### src/rtl/dma_agen_pkg.sv
// Shared types and helpers for the DMA channel address generator.
// Assumes byte addressing and a 2-bit element size code.
package dma_agen_pkg;

    typedef enum logic [1:0] {
        AM_CONST  = 2'd0,
        AM_POST   = 2'd1,
        AM_SINGLE = 2'd2,
        AM_DOUBLE = 2'd3
    } addr_mode_e;

    // Element size in bytes for a size code; code 3 saturates at 4 bytes.
    function automatic logic [2:0] elem_bytes(input logic [1:0] code);
        case (code)
            2'd0:    return 3'd1;
            2'd1:    return 3'd2;
            default: return 3'd4;
        endcase
    endfunction

endpackage

### src/rtl/agen_stepper.sv
// Address stepper for one side of the channel.
// Latches start address, mode and indices on load; on each accepted
// element adds the step selected by the mode. Assumes adv never
// coincides with load (the top gates it).
module agen_stepper
    import dma_agen_pkg::*;
#(
    parameter int ADDR_W = 32,
    parameter int IDX_W  = 16
) (
    input  logic              clk,
    input  logic              rst_n,
    input  logic              load,
    input  logic [ADDR_W-1:0] start_addr,
    input  logic [1:0]        mode_in,
    input  logic [IDX_W-1:0]  eidx_in,
    input  logic [IDX_W-1:0]  fidx_in,
    input  logic [2:0]        size_bytes,
    input  logic              adv,
    input  logic              frame_wrap,
    output logic [ADDR_W-1:0] addr
);
    localparam int EXT_W = ADDR_W - IDX_W;

    addr_mode_e        mode_q;
    logic [IDX_W-1:0]  eidx_q;
    logic [IDX_W-1:0]  fidx_q;
    logic [ADDR_W-1:0] addr_q;
    logic [ADDR_W-1:0] size_ext;
    logic [ADDR_W-1:0] eidx_ext;
    logic [ADDR_W-1:0] fidx_ext;
    logic [ADDR_W-1:0] step;

    // Hold the per-side programming for the duration of the block.
    always_ff @(posedge clk) begin
        if (!rst_n) begin
            mode_q <= AM_CONST;
            eidx_q <= '0;
            fidx_q <= '0;
        end else if (load) begin
            mode_q <= addr_mode_e'(mode_in);
            eidx_q <= eidx_in;
            fidx_q <= fidx_in;
        end
    end

    // Sign-extend the indices and widen the element size.
    always_comb begin
        size_ext = ADDR_W'(size_bytes);
        eidx_ext = {{EXT_W{eidx_q[IDX_W-1]}}, eidx_q};
        fidx_ext = {{EXT_W{fidx_q[IDX_W-1]}}, fidx_q};
    end

    // Select the increment for the element just accepted.
    always_comb begin
        case (mode_q)
            AM_CONST:  step = '0;
            AM_POST:   step = size_ext;
            AM_SINGLE: step = size_ext + eidx_ext - ADDR_W'(1);
            default:   step = frame_wrap ? (size_ext + fidx_ext - ADDR_W'(1))
                                         : (size_ext + eidx_ext - ADDR_W'(1));
        endcase
    end

    // Address register: reload on load, advance on an accepted element.
    always_ff @(posedge clk) begin
        if (!rst_n)
            addr_q <= '0;
        else if (load)
            addr_q <= start_addr;
        else if (adv)
            addr_q <= addr_q + step;
    end

    assign addr = addr_q;

endmodule

### src/rtl/agen_counter.sv
// Element and frame down-counters with event decode.
// Latches the counts on load; busy only when both are nonzero.
// Events are combinational on the handshake cycle.
module agen_counter #(
    parameter int CNT_W = 16
) (
    input  logic             clk,
    input  logic             rst_n,
    input  logic             load,
    input  logic [CNT_W-1:0] elem_cnt,
    input  logic [CNT_W-1:0] frame_cnt,
    input  logic             elem_ack,
    output logic             busy,
    output logic             accept,
    output logic             frame_wrap,
    output logic             ev_half,
    output logic             ev_last_frame,
    output logic             ev_block_end
);
    localparam int HW = CNT_W + 1;

    logic [CNT_W-1:0] elems_q;
    logic [CNT_W-1:0] erem_q;
    logic [CNT_W-1:0] frem_q;
    logic             busy_q;
    logic [HW-1:0]    half_mark;
    logic             load_ok;

    assign load_ok = (elem_cnt != '0) && (frame_cnt != '0);
    assign accept  = busy_q && elem_ack && !load;

    // Count elements and frames down; drop busy after the final element.
    always_ff @(posedge clk) begin
        if (!rst_n) begin
            elems_q <= '0;
            erem_q  <= '0;
            frem_q  <= '0;
            busy_q  <= 1'b0;
        end else if (load) begin
            elems_q <= elem_cnt;
            erem_q  <= elem_cnt;
            frem_q  <= frame_cnt;
            busy_q  <= load_ok;
        end else if (accept) begin
            if (erem_q == CNT_W'(1)) begin
                erem_q <= elems_q;
                if (frem_q == CNT_W'(1))
                    busy_q <= 1'b0;
                else
                    frem_q <= frem_q - CNT_W'(1);
            end else begin
                erem_q <= erem_q - CNT_W'(1);
            end
        end
    end

    // Remaining-count value at which half of the frame completes.
    always_comb begin
        half_mark = HW'(elems_q) - HW'(elems_q >> 1) + HW'(1);
    end

    // Decode the events of the current handshake.
    always_comb begin
        frame_wrap    = accept && (erem_q == CNT_W'(1));
        ev_block_end  = frame_wrap && (frem_q == CNT_W'(1));
        ev_half       = accept && (elems_q >= CNT_W'(2)) && (HW'(erem_q) == half_mark);
        ev_last_frame = (load && load_ok && (frame_cnt == CNT_W'(1))) ||
                        (frame_wrap && (frem_q == CNT_W'(2)));
    end

    assign busy = busy_q;

endmodule

### src/rtl/agen_datapath.sv
// Fill and transparency data path.
// Latches the fill, transparency and color settings on load; picks
// the write data and decides whether the write happens.
module agen_datapath #(
    parameter int DATA_W = 32
) (
    input  logic              clk,
    input  logic              rst_n,
    input  logic              load,
    input  logic              fill_in,
    input  logic              transp_in,
    input  logic [DATA_W-1:0] color_in,
    input  logic              busy,
    input  logic              accept,
    input  logic [DATA_W-1:0] rd_data,
    output logic              rd_en,
    output logic              wr_en,
    output logic [DATA_W-1:0] wr_data
);
    logic              fill_q;
    logic              transp_q;
    logic [DATA_W-1:0] color_q;

    // Capture the data-path options for the block.
    always_ff @(posedge clk) begin
        if (!rst_n) begin
            fill_q   <= 1'b0;
            transp_q <= 1'b0;
            color_q  <= '0;
        end else if (load) begin
            fill_q   <= fill_in;
            transp_q <= transp_in;
            color_q  <= color_in;
        end
    end

    // Choose write data and qualify read and write.
    always_comb begin
        wr_data = fill_q ? color_q : rd_data;
        rd_en   = busy && !fill_q;
        wr_en   = accept && !(transp_q && (wr_data == color_q));
    end

endmodule

### src/rtl/dma_addr_gen.sv
// DMA channel address generator top.
// Selects per-side configuration (with the index-sharing option),
// latches the element size, and ties the counter, both steppers and
// the data path together. Assumes load is a one-cycle strobe.
module dma_addr_gen
    import dma_agen_pkg::*;
#(
    parameter int ADDR_W = 32,
    parameter int CNT_W  = 16,
    parameter int IDX_W  = 16,
    parameter int DATA_W = 32
) (
    input  logic              clk,
    input  logic              rst_n,
    input  logic              load,
    input  logic [ADDR_W-1:0] cfg_src_addr,
    input  logic [ADDR_W-1:0] cfg_dst_addr,
    input  logic [CNT_W-1:0]  cfg_elem_cnt,
    input  logic [CNT_W-1:0]  cfg_frame_cnt,
    input  logic [1:0]        cfg_size_code,
    input  logic [1:0]        cfg_src_mode,
    input  logic [1:0]        cfg_dst_mode,
    input  logic [IDX_W-1:0]  cfg_src_eidx,
    input  logic [IDX_W-1:0]  cfg_src_fidx,
    input  logic [IDX_W-1:0]  cfg_dst_eidx,
    input  logic [IDX_W-1:0]  cfg_dst_fidx,
    input  logic              cfg_legacy,
    input  logic              cfg_fill,
    input  logic              cfg_transp,
    input  logic [DATA_W-1:0] cfg_color,
    input  logic              elem_ack,
    input  logic [DATA_W-1:0] rd_data,
    output logic              busy,
    output logic [ADDR_W-1:0] src_addr,
    output logic [ADDR_W-1:0] dst_addr,
    output logic              rd_en,
    output logic              wr_en,
    output logic [DATA_W-1:0] wr_data,
    output logic              ev_elem,
    output logic              ev_half,
    output logic              ev_frame_end,
    output logic              ev_last_frame,
    output logic              ev_block_end
);
    localparam int NSIDE = 2;

    logic [1:0]        size_code_q;
    logic [2:0]        size_bytes;
    logic              accept;
    logic              frame_wrap;
    logic [ADDR_W-1:0] side_start [NSIDE];
    logic [1:0]        side_mode  [NSIDE];
    logic [IDX_W-1:0]  side_eidx  [NSIDE];
    logic [IDX_W-1:0]  side_fidx  [NSIDE];
    logic [ADDR_W-1:0] side_addr  [NSIDE];

    // Latch the element size code for the block.
    always_ff @(posedge clk) begin
        if (!rst_n)
            size_code_q <= '0;
        else if (load)
            size_code_q <= cfg_size_code;
    end

    assign size_bytes = elem_bytes(size_code_q);

    // Route configuration to each side; shared indices in legacy mode.
    always_comb begin
        side_start[0] = cfg_src_addr;
        side_mode[0]  = cfg_src_mode;
        side_eidx[0]  = cfg_src_eidx;
        side_fidx[0]  = cfg_src_fidx;
        side_start[1] = cfg_dst_addr;
        side_mode[1]  = cfg_dst_mode;
        side_eidx[1]  = cfg_legacy ? cfg_src_eidx : cfg_dst_eidx;
        side_fidx[1]  = cfg_legacy ? cfg_src_fidx : cfg_dst_fidx;
    end

    agen_counter #(.CNT_W(CNT_W)) u_cnt (
        .clk           (clk),
        .rst_n         (rst_n),
        .load          (load),
        .elem_cnt      (cfg_elem_cnt),
        .frame_cnt     (cfg_frame_cnt),
        .elem_ack      (elem_ack),
        .busy          (busy),
        .accept        (accept),
        .frame_wrap    (frame_wrap),
        .ev_half       (ev_half),
        .ev_last_frame (ev_last_frame),
        .ev_block_end  (ev_block_end)
    );

    for (genvar s = 0; s < NSIDE; s++) begin : g_side
        agen_stepper #(.ADDR_W(ADDR_W), .IDX_W(IDX_W)) u_step (
            .clk        (clk),
            .rst_n      (rst_n),
            .load       (load),
            .start_addr (side_start[s]),
            .mode_in    (side_mode[s]),
            .eidx_in    (side_eidx[s]),
            .fidx_in    (side_fidx[s]),
            .size_bytes (size_bytes),
            .adv        (accept),
            .frame_wrap (frame_wrap),
            .addr       (side_addr[s])
        );
    end

    agen_datapath #(.DATA_W(DATA_W)) u_data (
        .clk       (clk),
        .rst_n     (rst_n),
        .load      (load),
        .fill_in   (cfg_fill),
        .transp_in (cfg_transp),
        .color_in  (cfg_color),
        .busy      (busy),
        .accept    (accept),
        .rd_data   (rd_data),
        .rd_en     (rd_en),
        .wr_en     (wr_en),
        .wr_data   (wr_data)
    );

    assign src_addr     = side_addr[0];
    assign dst_addr     = side_addr[1];
    assign ev_elem      = accept;
    assign ev_frame_end = frame_wrap;

endmodule

### config.mk
export PLATFORM = sky130hd
export DESIGN_NAME = dma_addr_gen
export DESIGN_NICKNAME = d
export VERILOG_FILES = /design/src/rtl/dma_agen_pkg.sv /design/src/rtl/agen_stepper.sv /design/src/rtl/agen_counter.sv /design/src/rtl/agen_datapath.sv /design/src/rtl/dma_addr_gen.sv
export SDC_FILE = /design/constraint.sdc
export NUM_CORES = 1
export LEC_CHECK = 0
export BUFFER_PORTS_ARGS = -buffer_cell sky130_fd_sc_hd__buf_2
export CORE_ASPECT_RATIO = 0.9
export CORE_MARGIN = 3
export CORE_UTILIZATION = 40
export CTS_CLUSTER_DIAMETER = 80
export DETAILED_ROUTE_END_ITERATION = 12
export GPL_ROUTABILITY_DRIVEN = 0
export PLACE_DENSITY = 0.73
export SLEW_MARGIN = 20
export SYNTH_ARGS = -nofsm -noshare
export SYNTH_HDL_FRONTEND = slang
export SYNTH_SLANG_ARGS = --single-unit
### constraint.sdc
create_clock -name clk -period 6.21 [get_ports clk]
set_input_delay 0 -clock clk [delete_from_list [all_inputs] [get_ports clk]]
set_output_delay 0 -clock clk [all_outputs]
set_load 0.02 [all_outputs]
---- Word-level counts from Yosys, hierarchy flattened ----
Cells that the tools add are included.
W data, S select, Z words.
operators by class
  add/sub/neg operators ................... 14
  $lt $le $gt $ge ......................... 1
  equal/unequal tests ..................... 12
  mux-type cells .......................... 23
  reductions and logical operators ........ 27
operator list
  cell                     count
  $mux W32                 7
  $pmux W32 S3             2
  $mux W16                 9
  $sub A32 B1 Y32 const B  4
  $add A4 B16 Y17          4
  $add A32 B32 Y32         2
  $eq A16 B1 Y1 const B    3
  $eq A32 B32 Y1           1
  $reduce_bool A16 Y1      2
  $sub A16 B1 Y16 const B  2
  $add A17 B1 Y17 const B  1
  $eq A16 B17 Y1           1
  $sub A16 B15 Y17         1
  $eq A16 B2 Y1 const B    1
  $ge A16 B2 Y1 const B    1
  $logic_and A1 B1 Y1      13
  $eq A2 B1 Y1 const B     3
  $logic_not A2 Y1         3
  $pmux W3 S2              1
  $reduce_and A3 Y1        2
  $reduce_bool A2 Y1       3
  $eq A2 B2 Y1 const B     2
  $mux W1                  4
  $logic_not A1 Y1         3
  2 further kinds          2
storage, ports and cells
  register bits ........................... 217
  input port bits ......................... 237
  output and inout port bits .............. 104
  word-level logic and storage cells ...... 93

---- Logic depth before layout (Yosys ltp) ----
Gate-level depths: netlist (run 1).
  depth after elaboration ................. 9
  depth in mapped cells ................... 31
  gate-level depth less buffers ........... 24

---- Cells and area by module ----
A second synthesis (run 1) with hierarchy kept.
unflattened totals
  cell total of the unflattened synthesis .. 2,347
  area total of the unflattened synthesis .. 19,217.2 um^2
by module, submodules not included
  module                            times used  cells an instance  area an instance (um^2)  sequential area each (um^2)
  agen_stepper at g_side[0].u_step  1           791                6,286.0                  1,321.3
  agen_stepper at g_side[1].u_step  1           792                6,130.9                  1,321.3
  agen_counter                      1           517                4,126.5                  980.9
  agen_datapath                     1           202                2,043.2                  680.7
  dma_addr_gen                      1           45                 630.6                    40.0

---- Worst setup path before layout (run 1) ----
OpenSTA, ideal clock, no wires.
  kind .................................... register to register
  from .................................... register size_code_q[1]
  to ...................................... register g_side[1].u_step.addr_q[28]
  setup time .............................. 0.119 ns
  arrival ................................. 5.972 ns
  data required time ...................... 6.091 ns
  slack ................................... 0.120 ns
  stages on the path, launching flop included .. 29
  path buffers ............................ 6
  period minus slack after synthesis ...... 6.090 ns
  cell sequence ........................... dfxtp_1 -> buf_6 -> buf_6 -> buf_6 -> buf_2 -> nand2b_1 -> clkbuf_1 -> xnor2_1 -> ha_1 -> a211oi_2 -> or3_1 -> and2_1 -> nand3_1 -> nor4b_2 -> and3_1 -> buf_2 -> a41oi_1 -> o2111ai_1 -> and3_1 -> ha_1 -> and3_1 -> and2_1 -> a221o_1 -> a41o_1 -> a311o_1 -> a31oi_1 -> nand4b_1 -> a21oi_1 -> o221a_2
on the way
  longest elaborated chain between the ends .. 9
  elaborated cells on any way between the ends .. 12
  those cells by class .................... add/sub (5); eq/ne (1); mux (5); reduce/logical (1)
ends and longest elaborated chain
  item                                                     RTL line                                                    text
  start: declaration                                       dma_addr_gen.sv:47                                          logic [1:0] size_code_q;
  start signal: assignment                                 dma_addr_gen.sv:62                                          size_code_q <= cfg_size_code;
  $eq A2 B1 Y1 / $logic_not A2 Y1 (equally long branches)  dma_agen_pkg.sv:14                                          case (code)
  $pmux W3 S2 (*)                                          dma_agen_pkg.sv:14
  $add A4 B16 Y17, on equally long branches                agen_stepper.sv:59, agen_stepper.sv:61, agen_stepper.sv:60
  $sub A32 B1 Y32, on equally long branches                agen_stepper.sv:59, agen_stepper.sv:61, agen_stepper.sv:60
  $mux W32                                                 agen_stepper.sv:60                                          default: step = frame_wrap ? (size_ext + fidx_ext - ADDR_W'(1))
  $pmux W32 S3 (*)                                         agen_stepper.sv:56                                          case (mode_q)
  $add A32 B32 Y32 (*)                                     agen_stepper.sv:72                                          addr_q <= addr_q + step;
  $mux W32 (*)                                             agen_stepper.sv:71                                          else if (adv)
  $mux W32 (*)                                             agen_stepper.sv:69                                          else if (load)
  end signal: assignment                                   agen_stepper.sv:70                                          addr_q <= start_addr;
  end signal: assignment                                   agen_stepper.sv:72
  end: declaration                                         agen_stepper.sv:28                                          logic [ADDR_W-1:0] addr_q;
Every way passes the cells marked *; elsewhere a longest branch is shown, timed or not. The select of a mux whose other input is x is not followed.
A chain may end at the register's enable or synchronous reset.

---- Worst setup path in the final report (run 1) ----
Same ends and word-level chain as after synthesis.

==> impl_metrics.yaml, run 1 <==
floorplan:
  coreArea_um2: 45900
  boundaryPins: 341
  die_y_um: 212
  initial_core_util: 0.409
  die-area_um2: 49600
  die_w_um: 235
  fp-row-count: 74
setup_path:
  endpoint_kind: "flip-flop"
  crit_fanout: 6
  crit_family: "compound AO/OA/AOI/OAI gates"
  cp_common_cell: "a21o_1"
  cp.arrival_ns: 6.38
  cp_slowest_cell: "a2111oi_4"
  path_buf_inv: 0
  crit_required_ns: 6.66
  crit_type: "reg -> reg"
  crit_chain: "nand2b_2, xnor2_1, ha_2, a211oi_4, or3_1, a311oi_1, a2111oi_4, nand3_2, or3_1, o21ai_0, xnor2_1, o21ai_0, and2_1, ha_1, a21o_1, a21o_1, a21o_1, a221o_1, a41o_1, a311o_1, a31oi_4, nand4b_1, a21oi_1, o221a_2"
  cp-start-kind: "flip-flop"
  max_stage_delay_ns: 0.45
yosys:
  synth_area_leader_cell: "dfxtp_1"
  seq_area_frac_synth: 0.231
  yosys.area.top_type_share: 0.231
  synth.area.top_cells: "dfxtp_1 (23%), ha_1 (8.1%), mux2i_1 (6.6%)"
  synth_common_cells: "nor2_1 (268), nand2_1 (222), dfxtp_1 (217)"
  ys_types: 107
  synth_edf_count: 0
  syn_avg_cell_area_um2: 7.71
  syn-instance-count: 2439
  synth_area_um2: 18800
  async_flop_share: 0
  synth.most_common_cell: "nor2_1"
  synth_flop_cell: "dfxtp_1"
  syn-num-nets: 2801
  ys_ff_latch: 217
  yosys_warnings: 0
final_layout:
  area_delta_synth_final_pct: 29.7
  design_area_um2: 24400
  fillers: 4171
  finalNetCount: 3283
  drive_above_1_share: 0.183
global_route:
  busiest_layer: "met2"
  grt_pass1_vias: 20200
  gr-usage-met1: 0.338
  track_usage: 0.274
  grt_util_met3: 0.0503
  met2_usage: 0.467
  grt_max_degree: 99
  grt_pass1_wl_um: 110000
  antenna_found_initial: 3
  overflow: 0
status:
  outcome: "completed"
timing:
  max-slew-margin-rel: 0.281
  post-route-period-util: 0.955
  slew_viol_final: 0
  min_period_ns: 5.93
  fmax_mhz: 169
  setup_tns_ns: 0
  setup_violations: 0
  tightest_slew_ns: 1.08
  hold_violations: 0
  fin_worst_skew_ns: 0.0314
clocking:
  cts_tree: "done"
  cts_buffers: 28
  clock_sinks: 217
  htree_levels: 1
  insertion_delay_ns: 0.58
  cts_buffer_depth: 3
  root_buffer: "clkbuf_16"
  cts.reportedPaths.clkPinSlew_ns: 0.07
routing:
  drt_iter0_markers: 1786
  wl_per_cell_um: 20.2
  vias: 20900
  drc: 0
  first_pass_iters: 8
  wl_um: 71900
  ant_nets: 0
  avgViaCountPerCell: 5.89
power:
  powerDensity_nw_per_um2: 201
  peakVddDrop_v: 0.000206
  power.leakage_nw: 10.7
place:
  dpl-instance-area_um2: 20800
  dpl.hpwl_um: 50900
  port_buffers: 340
min_path:
  hp-class: "in -> reg"
job:
  cap_violations: 0
==> layout by cell type, fill, tap and decap left out, drive strengths merged, types with 15 or more instances in the layout <==
master       count
and3            38
xor2            61
a311oi          21
o22ai           17
a211oi          75
ha             122
nand2          222
nor3            68
nor2           269
nand2b          15
xnor2          127
nand3           59
dfxtp          217
clkbuf          36
nor4            25
buf            374
and2            32
nor3b           17
a21oi          184
mux2            31
mux2i          124
nand4           25
a21o            56
inv             93
or3             22
a31oi           28
o21ai          130
dlygate4sd3    231
==> state kept, by name, indices dropped and copies added, names as in the netlist <==
register and flops:
u_cnt.elems_q 16, g_side.u_step.mode_q 4, u_cnt.frem_q 16, u_cnt.erem_q 16
g_side.u_step.fidx_q 32, g_side.u_step.eidx_q 32, u_cnt.busy 1, g_side.u_step.addr 64
u_data.color_q 32, u_data.transp_q 1, u_data.fill_q 1, size_code_q 2
==> report_power, final <==
group	leakage (nW)	total (mW)	internal, mW	switching (mW)
combinational	8.38	1.40	0.628	0.773
clock	0.507	1.85	1.14	0.709
sequential	1.80	1.64	1.49	0.155
total	10.7	4.89	3.26	1.64
==> metal layers <==
metal  wire length (um)  vias to the layer above  share of wire
met3               5730                      221          0.080
met1              29200                     9865           0.41
met2              33700                     1050           0.47
li1                   -                     9803              -
met5                  0                        -              0
met4               3330                        0          0.046
==> worst min-delay path, cell delays in order <==
cell,delay [ns]
buf_2,0.11
buf_4,0.28
o211a_1,0.19
==> per-stage QoR <==
step	power, mW	hold slack, ns	std cells	utilization	worst slack [ns]
5_1_grt	5.10	0.0595	3553	0.531	-0.0904
3_3_place_gp	2.85	0.232	3261	0.454	0.282
4_1_cts	4.87	0.00148	3544	0.527	0.0270
2_1_floorplan	2.50	0.138	2439	-	0.120
3_5_place_dp	2.89	0.241	3261	0.454	0.0965
6_report	4.89	0.0530	3556	0.531	0.281
==> what timing repair did <==
item | CTS | global route
resized for setup | 0 | 24
endpoints found under the hold margin | 217 | 0
setup endpoints to repair | 0 | 12
hold buffers | 231 | 0
setup buffers | 0 | 6
==> cells by family after synthesis <==
logic type	synth area share
buf+inv	0.0522
flops	0.231
xor+xnor	0.0880
fa+ha+maj	0.0850
mux	0.0846
simple gates	0.217
compound gates	0.242
==> worst paths after layout <==
path / startpoint / end / slack [ns] / cells after the start
setup / recovery: size_code_q[1] / g_side[1].u_step.addr[28] / 0.28 / 24
hold / removal: rst_n / g_side[0].u_step.addr[25] / 0.05 / 3
setup reg to reg: size_code_q[1] / g_side[1].u_step.addr[28] / 0.28 / 24
hold reg to reg: u_cnt.elems_q[7] / u_cnt.elems_q[7] / 0.50 / 2
==> final cells by class <==
class	count	area [um^2]	share of cell area
clock inverters	16	260	0.0107
inverters	92	353	0.0145
repair buffers	605	4290	0.176
multi-input cells	1977	13600	0.557
clock buffers	36	781	0.0320
diodes	5	12.5	0.000513
well taps	608	761	0.0312
flip-flops and latches	217	4340	0.178
No activity file was read; power rests on OpenSTA's default activity.
==> run 2, diff against run 1 <==
==> constraint.sdc (replaced) <==
create_clock -name clk -period 6.21 [get_ports clk]
set_input_delay 0.3105 -clock clk [delete_from_list [all_inputs] [get_ports clk]]
set_output_delay 0.3105 -clock clk [all_outputs]
set_load 0.02 [all_outputs]
==> run 2 against run 1 <==
Net effect: clock power decreased by 3%; first-iteration DRC count is 13% lower; final cell count decreased by 4.4%; total power down 3.2%; sequential cell count stayed put; critical endpoint is now g_side[0].u_step.addr[31]; via count shrank 4.9%; global-route usage is 1.4 points lower; fmax is 0.88% higher; critical path type unchanged; non-clock buffer count shrank 152; setup slack better by 0.051 ns; count of clock-buffer cells in the layout is 2 higher; core utilization decreased by 3.4 points.
==> impl_metrics.yaml, run 2 (same netlist as run 1, synthesis figures left out) <==
status:
  outcome: "completed"
floorplan:
  coreArea_um2: 45900
  die_w_um: 235
  die_y_um: 212
  fp-row-count: 74
  initial_core_util: 0.409
  boundaryPins: 341
  die-area_um2: 49600
timing:
  max-slew-margin-rel: 0.283
  setup_violations: 0
  tightest_slew_ns: 1.08
  hold_violations: 0
  fmax_mhz: 170
  whs_ns: 0.0319
  post-route-period-util: 0.946
  min_period_ns: 5.88
  fin_worst_skew_ns: 0.0134
  slew_viol_final: 0
final_layout:
  final_common_cell: "buf_2"
  largest_reg_flops: 64
  design_area_um2: 22800
  fin_util: 0.497
  area_delta_synth_final_pct: 21.4
  final_cell_mix: "buf_2 (339), nor2_1 (266), nand2_1 (221)"
  finalNetCount: 3131
  drive_above_1_share: 0.191
routing:
  route.met3.wl_um: 5220
  wl_um: 67800
  routed.top_layer: "met4"
  avgViaCountPerCell: 5.86
  first_pass_iters: 5
  wl_met1_um: 28500
  wl_met2_um: 31400
  drc: 0
  vias: 19900
  wl_per_cell_um: 19.9
  ant_nets: 0
  drt_iter0_markers: 1557
clocking:
  cts_tree: "done"
  insertion_delay_ns: 0.57
  cts_buffers: 28
  root_buffer: "clkbuf_16"
  cts_buffer_depth: 3
  htree_levels: 1
  clock_sinks: 217
  cts.reportedPaths.clkPinSlew_ns: 0.06
power:
  power.share.clock: 0.379
  power.leakage_nw: 10.1
  pwr-share-comb: 0.275
  swShare: 0.337
  p_sw_mw: 1.60
  power_mw: 4.74
  peakVddDrop_v: 0.000185
  pwr-share-seq: 0.347
  intPower_mw: 3.14
  powerDensity_nw_per_um2: 207
place:
  dpl.hpwl_um: 51200
  dpl-instance-area_um2: 20900
  port_buffers: 340
setup_path:
  crit_required_ns: 6.71
  reg2reg_from: "size_code_q[1]"
  crit_type: "reg -> reg"
  r2r-end: "g_side[0].u_step.addr[31]"
  endpoint_kind: "flip-flop"
  r2r_slack_ns: 0.33
  cp.arrival_ns: 6.38
  cp-start-kind: "flip-flop"
  crit_fanout: 7
  ff2ff_path_depth: 24
global_route:
  grt_pass1_wl_um: 104000
  track_usage: 0.260
  grt_pass1_vias: 19100
  antenna_found_initial: 1
  overflow: 0
  grt_max_degree: 182
min_path:
  worstHoldStart: "cfg_elem_cnt[11]"
  hold_path_end: "u_cnt.elems_q[11]"
  hp-class: "in -> reg"
  holdPathStages: 3
job:
  cap_violations: 0
-- run 2: critical path, cell delays in order, from the launching register on --
cell,delay (ns)
dfxtp_1,0.40
nand2b_1,0.26
buf_4,0.18
xnor2_1,0.11
ha_1,0.27
o21ai_1,0.21
nor3_4,0.38
nand2_1,0.12
a21oi_1,0.25
o2111ai_2,0.23
or4_1,0.46
o21ai_1,0.12
xor2_1,0.17
nand2_1,0.07
a21oi_1,0.15
ha_1,0.33
a21o_1,0.21
a221oi_1,0.33
a31oi_1,0.17
o211ai_1,0.23
a31oi_1,0.20
a221oi_1,0.40
nor3_1,0.10
or3_1,0.39
nand3_1,0.07
-- run 2: power groups by stage --
| stage | Clock (mW) | Combinational (mW) | Sequential, mW |
|---|---|---|---|
| 2_1_floorplan | 0 | 0.878 | 1.62 |
| 3_3_place_gp | 0 | 1.19 | 1.66 |
| 3_5_place_dp | 0 | 1.22 | 1.67 |
| 4_1_cts | 1.84 | 1.27 | 1.64 |
| 5_1_grt | 1.89 | 1.42 | 1.65 |
| 6_report | 1.79 | 1.30 | 1.64 |
-- run 2: how the worst max path moves through the flow --
stage               slack (ns)           start                         to
CTS                       0.06  size_code_q[1]  g_side[1].u_step.addr[28]
global placement          0.26  size_code_q[1]  g_side[1].u_step.addr[28]
finish                    0.33  size_code_q[1]  g_side[0].u_step.addr[31]
global route             -0.01  size_code_q[0]  g_side[1].u_step.addr[30]
detailed placement        0.08  size_code_q[1]  g_side[1].u_step.addr[28]
floorplan                 0.12  size_code_q[1]  g_side[1].u_step.addr[28]
-- run 2: routing by layer --
metal,up-vias,track usage
met3,156,0.0402
met4,0,0.0935
met5,-,0
li1,9502,-
met2,968,0.440
met1,9288,0.334
-- run 2: cell type report --
class	instances	area, um^2
inverters	92	353
multi-input cells	1977	13600
repair buffers	453	2780
diodes	2	5.00
flip-flops and latches	217	4340
fillers	4362	23100
well taps	608	761
clock inverters	14	191
clock buffers	38	820
-- run 2: repair_timing --
action                                  4_1_cts  5_1_grt
setup buffers                                 0        4
endpoints found under the hold margin        82        0
endpoints found under the setup margin        0       14
hold buffers                                 82        0
gates resized for setup                       0       21
-- run 2: metrics by stage --
| step | worst slack, ns | setup TNS [ns] | std cells |
|---|---|---|---|
| floorplan | 0.120 | 0 | 2439 |
| CTS | 0.0597 | 0 | 3395 |
| finish | 0.332 | 0 | 3401 |
| detailed placement | 0.0826 | 0 | 3261 |
| global placement | 0.260 | 0 | 3261 |
| global route | -0.0146 | -0.0283 | 3399 |
==> run 3, diff against run 2 <==
CELL_PAD_IN_SITES_DETAIL_PLACEMENT = 2   (was not set)
CELL_PAD_IN_SITES_GLOBAL_PLACEMENT = 2   (was not set)
CORE_MARGIN = 2   (was 3)
CORE_UTILIZATION = 31   (was 40)
PLACE_DENSITY = 0.89   (was 0.73)
SYNTH_HIERARCHICAL = 1   (was not set)
==> run 3 against run 2 <==
Net effect: highest routed layer is now met5; sequential share of layout area fell by 0.72 points; design area rose by 4.0%; critical path depth rose by 1; setup slack got worse by 0.71 ns; the run now ends with negative setup slack left; sequential power barely moved; synthesized cell count fell by 3.8%.
==> impl_metrics.yaml, run 3 <==
status:
  outcome: "complete, but fails checks"
  violations: "negative setup slack"
final_layout:
  finalNetCount: 3105
  area_delta_synth_final_pct: 23.6
  final_common_cell: "buf_2"
  drive_above_1_share: 0.221
  fin_cells: 3526
  largest_reg_flops: 64
  final_cell_mix: "buf_2 (338), dfxtp_1 (215), nand2_1 (174)"
place:
  dp_cells: 3390
  port_buffers: 340
  dpl.hpwl_um: 61600
  pre_cts_ws_ns: -0.112
yosys:
  synth_top_family_by_area: "compound AO/OA/AOI/OAI gates"
  synth_edf_count: 0
  synth.most_common_cell: "dfxtp_1"
  synthSimpleGateAreaFrac: 0.189
  syn_avg_cell_area_um2: 8.19
  seq_area_frac_synth: 0.226
  synth_area_um2: 19200
  syn-instance-count: 2347
  synth_area_leader_cell: "dfxtp_1"
  synth_flop_cell: "dfxtp_1"
  yosys_warnings: 6
  syn-num-nets: 2743
  ys_types: 100
  yosys.area.top_type_share: 0.226
  async_flop_share: 0
  ys_ff_latch: 217
  synth_compound_area_frac: 0.230
  synth_common_cells: "dfxtp_1 (217), nand2_1 (176), a21oi_1 (173)"
  synth.area.top_cells: "dfxtp_1 (23%), ha_1 (9.9%), mux2i_1 (7.1%)"
  synth_fa_ha_area_frac: 0.106
  muxShareOfSynthArea: 0.114
  synth_xor_area_frac: 0.0815
floorplan:
  coreArea_um2: 61200
  initial_core_util: 0.314
  fp-row-count: 86
  boundaryPins: 341
  die_y_um: 240
  die_w_um: 266
  die-area_um2: 64000
routing:
  avgViaCountPerCell: 5.92
  wl_per_cell_um: 27.2
  drt_iter0_markers: 1527
  vias: 20900
  drc: 0
  wl_um: 95800
  ant_nets: 0
  first_pass_iters: 7
power:
  powerDensity_nw_per_um2: 231
  power.leakage_nw: 10.6
  peakVddDrop_v: 0.000218
clocking:
  htree_levels: 1
  cts_tree: "done"
  root_buffer: "clkbuf_16"
  cts_buffer_depth: 3
  insertion_delay_ns: 0.61
  clock_sinks: 217
  cts.reportedPaths.clkPinSlew_ns: 0.07
  cts_buffers: 31
timing:
  setup_ws_ns: -0.377
  fin_worst_skew_ns: 0.0408
  max-slew-margin-rel: 0.251
  post-route-period-util: 1.06
  fmax_mhz: 152
  rsz0062_at_grt: "yes"
  hold_violations: 0
  min_period_ns: 6.59
  setup_violations: 10
  slew_viol_final: 0
  tightest_slew_ns: 1.12
global_route:
  grt_pass1_wl_um: 136000
  antenna_found_initial: 9
  grt_max_degree: 106
  overflow: 0
  track_usage: 0.267
  grt_pass1_vias: 22500
setup_path:
  cp-start-kind: "flip-flop"
  crit_fanout: 7
  ff2ff_path_depth: 25
  crit_end: "g_side[0].u_step/addr[31]"
  r2r-end: "g_side[0].u_step/addr[31]"
  crit_type: "reg -> reg"
  crit_start: "size_code_q[1]"
  r2r_slack_ns: -0.38
  crit_required_ns: 6.73
  reg2reg_from: "size_code_q[1]"
  endpoint_kind: "flip-flop"
  cp.arrival_ns: 7.10
job:
  cap_violations: 0
min_path:
  hp-class: "in -> reg"
==> run 3: cell count changes after synthesis, sizes merged, moves of 14 or more <==
cell and change:
nor2 -139, nor2b +104, nand2 -46, a211oi -45, mux2 +32, ha +30, inv +30, nor3 -29
o21ai +29, clkbuf -28, nand3 -24, o211a +21, a311oi -17, o21a +14
==> run 3: per-stage QoR <==
step	instance area, um^2	hold WS [ns]	utilization	TNS, ns	total power [mW]
floorplan	19200	0.439	-	0	2.71
global placement	21600	0.477	0.353	0	3.14
detailed placement	21600	0.505	0.353	-0.302	3.26
CTS	23400	0.000778	0.382	0	5.32
global route	23800	0.0303	0.388	-5.78	5.71
finish	23800	0.0213	0.388	-1.15	5.50
==> run 3: per-layer routing <==
layer / vias to the layer above / wire length, um / global-route usage / share of wire
li1: 9176 / - / - / -
met1: 10400 / 38900 / 0.326 / 0.41
met2: 929 / 46700 / 0.477 / 0.49
met3: 321 / 5410 / 0.0373 / 0.056
met4: 6 / 4740 / 0.0965 / 0.049
met5: - / 39 / 0 / 0.00041
==> run 3: report_power, final <==
group / internal (mW) / leakage (nW) / total, mW / switching, mW
clock: 1.21 / 0.543 / 2.00 / 0.790
sequential: 1.49 / 1.80 / 1.62 / 0.139
combinational: 0.740 / 8.29 / 1.87 / 1.13
==> run 3: worst min-delay path by stage <==
stage | from | to | slack (ns) | depth (start not counted)
floorplan | rst_n | size_code_q[0] | 0.44 | 1
global placement | g_side[1].u_step/eidx_q[2] | g_side[1].u_step/eidx_q[2] | 0.48 | 2
detailed placement | g_side[1].u_step/eidx_q[2] | g_side[1].u_step/eidx_q[2] | 0.50 | 2
CTS | cfg_color[11] | u_data/color_q[11] | 0.0008 | 3
global route | cfg_color[28] | u_data/color_q[28] | 0.03 | 3
finish | cfg_dst_addr[7] | g_side[1].u_step/addr[7] | 0.02 | 3
==> run 3: worst max-delay path, stage by stage (launching register included) <==
cell      delay [ns]
dfxtp_4         0.38
nor2_4          0.17
ha_2            0.32
inv_1           0.09
fa_1            0.49
nand2b_4        0.24
a21boi_0        0.29
o211ai_1        0.23
a211oi_4        0.33
buf_4           0.21
and2_1          0.23
a22oi_1         0.16
xnor2_1         0.21
nand2_1         0.12
a21boi_0        0.21
ha_1            0.31
o21ai_0         0.19
a21oi_1         0.27
nor2_1          0.12
nor4_1          0.54
a211o_2         0.34
a211oi_2        0.11
buf_4           0.14
o21ba_1         0.20
or4_1           0.41
a31oi_1         0.18
==> run 3: logic make-up (layout without fill, tap and decap cells) <==
family                   Yosys count  after routing
AO/OA/AOI/OAI                    662            662
adder cells (fa/ha/maj)          159            159
XOR/XNOR                         177            177
buffers and inverters            247            633
multiplexers                     199            199
flip-flops                       217            217
AND/OR/NAND/NOR                  686            686
other                              0              1
==> run 3: cell type report <==
| class | instances | area (um^2) |
|---|---|---|
| Antenna cell | 1 | 2.50 |
| Clock buffer | 44 | 895 |
| Clock inverter | 13 | 216 |
| Fill cell | 6831 | 37500 |
| Inverter | 122 | 458 |
| Multi-Input combinational cell | 1883 | 14100 |
| Sequential cell | 217 | 4350 |
| Tap cell | 792 | 991 |
| Timing Repair Buffer | 454 | 2730 |
==> run 3: repair_timing <==
item,4_1_cts,5_1_grt
pin swaps,2,12
hold endpoints to repair,62,0
gates resized for setup,10,58
setup endpoints to repair,10,29
hold buffers,62,0
gates cloned,0,0
setup buffers,2,14
